[src/rtl/bl_pwm_pkg.sv]
package bl_pwm_pkg;

    localparam int DATA_W = 8;
    localparam int DIV_W  = 7;
    localparam int CNT_W  = 8;
    localparam int EN_BIT = DATA_W - 1;

    typedef enum logic [1:0] {
        SEL_CTRL  = 2'd0,
        SEL_DUTY  = 2'd1,
        SEL_PANEL = 2'd2,
        SEL_NONE  = 2'd3
    } reg_sel_e;

    typedef struct packed {
        logic             en;
        logic [DIV_W-1:0] code;
    } ctrl_t;

    // Next control state for a control write: the code moves only while disabled.
    function automatic ctrl_t ctrl_next(input ctrl_t cur, input logic [DATA_W-1:0] d);
        ctrl_t n;
        n.en   = d[EN_BIT];
        n.code = cur.en ? cur.code : d[DIV_W-1:0];
        return n;
    endfunction

endpackage

[src/rtl/bl_pwm_regs.sv]
module bl_pwm_regs
    import bl_pwm_pkg::*;
(
    input  logic              clk,
    input  logic              rst,
    input  logic              wr_en,
    input  logic [1:0]        wr_sel,
    input  logic [DATA_W-1:0] wr_data,
    output ctrl_t             ctrl,
    output logic [CNT_W-1:0]  duty_pend,
    output logic              panel
);

    reg_sel_e sel;
    assign sel = reg_sel_e'(wr_sel);

    always_ff @(posedge clk) begin
        if (rst) begin
            ctrl      <= '0;
            duty_pend <= '0;
            panel     <= 1'b0;
        end else if (wr_en) begin
            case (sel)
                SEL_CTRL:  ctrl      <= ctrl_next(ctrl, wr_data);
                SEL_DUTY:  duty_pend <= wr_data[CNT_W-1:0];
                SEL_PANEL: panel     <= wr_data[0];
                default:   ;
            endcase
        end
    end


    code_hold_chk: assert property (@(posedge clk) disable iff (rst)
        (wr_en && sel == SEL_CTRL && ctrl.en) |=> $stable(ctrl.code));


    code_load_chk: assert property (@(posedge clk) disable iff (rst)
        (wr_en && sel == SEL_CTRL && !ctrl.en) |=> (ctrl.code == $past(wr_data[DIV_W-1:0])));

endmodule

[src/rtl/bl_pwm_prescale.sv]
module bl_pwm_prescale #(
    parameter int DIV_W = 7
) (
    input  logic             clk,
    input  logic             rst,
    input  logic             en,
    input  logic [DIV_W-1:0] code,
    output logic             tick
);

    logic [DIV_W-1:0] psc;

    always_ff @(posedge clk) begin
        if (rst || !en)
            psc <= '0;
        else if (psc >= code)
            psc <= '0;
        else
            psc <= psc + 1'b1;
    end

    assign tick = en && (psc == code);


    psc_bound_chk: assert property (@(posedge clk) disable iff (rst)
        en |-> (psc <= code));


    psc_restart_chk: assert property (@(posedge clk) disable iff (rst)
        $rose(en) |-> (psc == '0));

endmodule

[src/rtl/bl_pwm_counter.sv]
module bl_pwm_counter #(
    parameter int CNT_W = 8
) (
    input  logic             clk,
    input  logic             rst,
    input  logic             en,
    input  logic             tick,
    input  logic [CNT_W-1:0] duty_pend,
    output logic             pwm
);

    localparam logic [CNT_W-1:0] CNT_MAX = '1;

    logic [CNT_W-1:0] cnt;
    logic [CNT_W-1:0] duty_act;
    logic             wrap;

    assign wrap = tick && (cnt == CNT_MAX);

    always_ff @(posedge clk) begin
        if (rst || !en)
            cnt <= '0;
        else if (tick)
            cnt <= cnt + 1'b1;
    end

    always_ff @(posedge clk) begin
        if (rst)
            duty_act <= '0;
        else if (!en || wrap)
            duty_act <= duty_pend;
    end

    assign pwm = en && (cnt < duty_act);


    duty_hold_chk: assert property (@(posedge clk) disable iff (rst)
        (en && !wrap) |=> $stable(duty_act));


    cnt_restart_chk: assert property (@(posedge clk) disable iff (rst)
        $rose(en) |-> (cnt == '0));


    duty_zero_chk: assert property (@(posedge clk) disable iff (rst)
        (duty_act == '0) |-> !pwm);

endmodule

[src/rtl/bl_pwm_top.sv]
module bl_pwm_top
    import bl_pwm_pkg::*;
(
    input  logic        clk,
    input  logic        rst,
    input  logic        wr_en,
    input  logic [1:0]  wr_sel,
    input  logic [7:0]  wr_data,
    output logic        pwm_out,
    output logic        panel_en_out
);

    ctrl_t            ctrl;
    logic [CNT_W-1:0] duty_pend;
    logic             tick;

    bl_pwm_regs u_regs (
        .clk       (clk),
        .rst       (rst),
        .wr_en     (wr_en),
        .wr_sel    (wr_sel),
        .wr_data   (wr_data),
        .ctrl      (ctrl),
        .duty_pend (duty_pend),
        .panel     (panel_en_out)
    );

    bl_pwm_prescale #(.DIV_W(DIV_W)) u_psc (
        .clk  (clk),
        .rst  (rst),
        .en   (ctrl.en),
        .code (ctrl.code),
        .tick (tick)
    );

    bl_pwm_counter #(.CNT_W(CNT_W)) u_cnt (
        .clk       (clk),
        .rst       (rst),
        .en        (ctrl.en),
        .tick      (tick),
        .duty_pend (duty_pend),
        .pwm       (pwm_out)
    );


    off_forces_low_chk: assert property (@(posedge clk) disable iff (rst)
        (wr_en && wr_sel == SEL_CTRL && !wr_data[EN_BIT]) |=> !pwm_out);

endmodule

[config.mk]
export PLATFORM = sky130hd
export DESIGN_NAME = bl_pwm_top
export DESIGN_NICKNAME = d
export VERILOG_FILES = /design/src/rtl/bl_pwm_pkg.sv /design/src/rtl/bl_pwm_regs.sv /design/src/rtl/bl_pwm_prescale.sv /design/src/rtl/bl_pwm_counter.sv /design/src/rtl/bl_pwm_top.sv
export SDC_FILE = /design/constraint.sdc
export NUM_CORES = 1
export LEC_CHECK = 0
export CORE_MARGIN = 5
export CORE_UTILIZATION = 58
export CTS_CLUSTER_DIAMETER = 120
export DETAILED_ROUTE_END_ITERATION = 6
export PLACE_DENSITY = 0.9
export SLEW_MARGIN = 20
export SYNTH_ARGS = -nofsm -noshare
export SYNTH_HDL_FRONTEND = slang
export SYNTH_HIERARCHICAL = 1
export SYNTH_SLANG_ARGS = --single-unit
[constraint.sdc]
create_clock -name clk -period 2.3 [get_ports clk]
set_input_delay 0.575 -clock clk [delete_from_list [all_inputs] [get_ports clk]]
set_output_delay 0.575 -clock clk [all_outputs]
set_load 0.03 [all_outputs]
==> impl_metrics.env <==
export IMPL_fin_cells=286
export IMPL_start_util_pct=61.6
export IMPL_cts_clk_slew_worst_paths_ps=110
export IMPL_drt_initial_drc_count=59
export IMPL_clk_latency_ps=340
export IMPL_critPathLaunchType="register"
export IMPL_synth_cells=218
export IMPL_dp_hpwl_um=2980
export IMPL_gp_congestion=0.761
export IMPL_crit_chain="inv_1 > ha_1 > o211ai_1 > o21ai_1 > a221oi_2 > buf_4"
export IMPL_grt_overflow=0
export IMPL_layout_nets=268
export IMPL_cp_depth=6
export IMPL_area_delta_synth_final_pct=15.0
export IMPL_clock_sinks=40
export IMPL_die_x_um=70.3
export IMPL_clockRootBuffer="clkbuf_4"
export IMPL_synth_cell_types=34
export IMPL_vias_per_cell=5.41
export IMPL_clock_skew_ps=5.22
export IMPL_drtPass1Iterations=4
export IMPL_critical_path_slowest_cell="dfxtp_2"
export IMPL_placedCellCount=275
export IMPL_layout_worst_path_cycle_share_pct=98.8
export IMPL_whs_path_depth=2
export IMPL_drive_above_1_share_pct=14.2
export IMPL_num_antenna_cells=0
export IMPL_cp_data_arrival_time_ps=1700
export IMPL_max_slew_margin_pct=54.9
export IMPL_synth_seq_area_share_pct=38.0
export IMPL_crit_type="register to output port"
export IMPL_multi_input_area_mm2=0.00124
export IMPL_routed_wl_um=4190
export IMPL_p_leak_nw=0.873
export IMPL_syn_area_mm2=0.00211
export IMPL_worstMarginPinSlew_ps=674
export IMPL_grt_max_degree=43
export IMPL_rsz0062_at_grt="true"
export IMPL_io_buffers=14
export IMPL_cts_tree="built"
export IMPL_cts_hold_buf=0
export IMPL_ir_worst_vdd_mv=0.459
export IMPL_holdWs_ps=468
export IMPL_antenna_found_initial=0
export IMPL_fp_dieH_um=70.3
export IMPL_powerDensity_mw_per_mm2=495
export IMPL_hp_class="register to register"
export IMPL_ant_nets=0
export IMPL_cts_buffers=5
export IMPL_io_pins=15
export IMPL_fp_dieArea_mm2=0.00494
export IMPL_drv_slew=0
export IMPL_coreArea_mm2=0.00342
export IMPL_vias=1548
export IMPL_grt_usage_pct=18.3
export IMPL_critPathTopFamily="compound AO/OA/AOI/OAI gates"
export IMPL_num_rows=21
export IMPL_worst_path_buf_inv=2
export IMPL_regArea_um2=811
export IMPL_timing_fmax_ghz=0.440
export IMPL_drc=0
export IMPL_fill_cells=268
export IMPL_grt_pass1_vias=1595
export IMPL_reg2reg_depth=7
export IMPL_clockBufferDepth=2
export IMPL_post_route_min_period_ps=2270
export IMPL_cp_required_ps=1730
export IMPL_wl_per_cell_um=14.6
export IMPL_status="finished, final reports clean"
export IMPL_grt_pass1_wl_um=7290
export IMPL_h_tree_depth=2
export IMPL_crit_path_end_kind="output port"
export IMPL_synth_nets=247
export IMPL_drv_cap=0
export IMPL_critPathMaxStageDelay_ps=340
export IMPL_synth_warnings=6
export IMPL_ys_ff_latch=40
export IMPL_cp_max_fo=2
export IMPL_finalHoldViolations=0
export IMPL_finalSetupViolCount=0
export IMPL_syn_avg_cell_area_um2=9.66
==> tightest hold or removal path, stage by stage (launching register included) <==
cell and delay [ps]:
dfxtp_1 330, nand2b_1 60, mux2i_1 60
==> worst paths after layout <==
kind	slack (ps)	to	start
worst max-delay path	30	pwm_out	u_cnt/duty_act[1]
worst min-delay path	470	u_cnt/duty_act[1]	u_regs/duty_pend[1]
worst max register to register	190	u_cnt/cnt[7]	u_regs/ctrl[6]
worst min register to register	470	u_cnt/duty_act[1]	u_regs/duty_pend[1]
==> cells in the final DEF (no fill, tap or decap), drive strengths merged, types with 4 or more instances in the layout <==
cell type,n
nand2b,44
dfxtp,40
mux2i,26
inv,18
ha,16
clkdlybuf4s50,13
buf,8
clkbuf,8
nor2,7
nand2,6
a211oi,6
a21oi,4
xnor2,4
nand3,4
o21ai,4
nand4,4
==> cell usage after synthesis, drive strengths merged <==
| library cell | count | area [um^2] |
|---|---|---|
| nand2b | 44 | 275 |
| o2111a | 1 | 11.3 |
| a21o | 1 | 7.51 |
| o31a | 1 | 8.76 |
| nor3b | 3 | 22.5 |
| nand3 | 4 | 25.0 |
| o21ai | 4 | 20.0 |
| or4 | 2 | 15.0 |
| and3b | 1 | 10.0 |
| nor2 | 7 | 26.3 |
| o211ai | 2 | 15.0 |
| a21oi | 4 | 20.0 |
| buf | 2 | 22.5 |
| nand3b | 2 | 15.0 |
| a221oi | 3 | 32.5 |
| nor4b | 1 | 8.76 |
| or4b | 1 | 13.8 |
| a211o | 1 | 8.76 |
| mux2i | 26 | 260 |
| dfxtp | 40 | 801 |
| clkbuf | 5 | 18.8 |
| or3 | 3 | 18.8 |
| a211oi | 6 | 45.0 |
| o31ai | 2 | 15.0 |
| nor2b | 1 | 6.26 |
| nand4 | 4 | 31.3 |
| ha | 16 | 200 |
| xnor2 | 4 | 35.0 |
| xor2 | 3 | 26.3 |
| inv | 18 | 67.6 |
| nand2 | 6 | 22.5 |
==> logic make-up (layout without fill, tap and decap cells) <==
group | after synthesis | after routing | synth area share [%]
flops | 40 | 40 | 38.0
fa+ha+maj | 16 | 16 | 9.51
mux | 26 | 26 | 12.4
xor+xnor | 7 | 7 | 2.91
compound gates | 25 | 25 | 8.73
buf+inv | 25 | 47 | 5.17
simple gates | 79 | 79 | 23.3
==> sequential cells by signal (all words and copies together), names as in the netlist <==
signal / flops
u_regs/panel: 1
u_cnt/duty_act: 8
u_regs/ctrl: 8
u_cnt/cnt: 8
u_psc/psc: 7
u_regs/duty_pend: 8
==> per-layer routing <==
metal	wire (um)	track usage, %
met1	1870	21.4
met5	0	0
met4	34	8.09
met2	2120	32.0
met3	164	3.59
==> what timing repair did <==
action | in CTS | in global routing
buffers inserted | 2 | 1
setup endpoints to repair | 1 | 8
gates resized for setup | 11 | 4
pin swaps | 4 | 1
==> per-stage QoR <==
step                power, mW  instance area, um^2  TNS (ps)  util (%)  setup slack [ps]
detailed placement      0.845                 2300         0      67.2               235
CTS                      1.22                 2410         0      70.5              8.37
finish                   1.20                 2420         0      70.9              27.6
floorplan               0.801                 2110         0         -               191
global route             1.27                 2420     -90.4      70.9             -90.4
global placement        0.841                 2300         0      67.2               255
==> area by class of cell <==
cell class,count,share of cell area (%)
clock buffers,8,2.43
inverters,18,2.79
multi-input cells,153,51.1
flip-flops and latches,40,33.5
well taps,46,2.38
repair buffers,21,7.86
==> where the power goes <==
part,switching (mW),total [mW],internal [mW]
logic,0.0562,0.119,0.0625
clock network,0.215,0.366,0.151
registers,0.00771,0.714,0.706
Power figures use the tool's default switching activity.
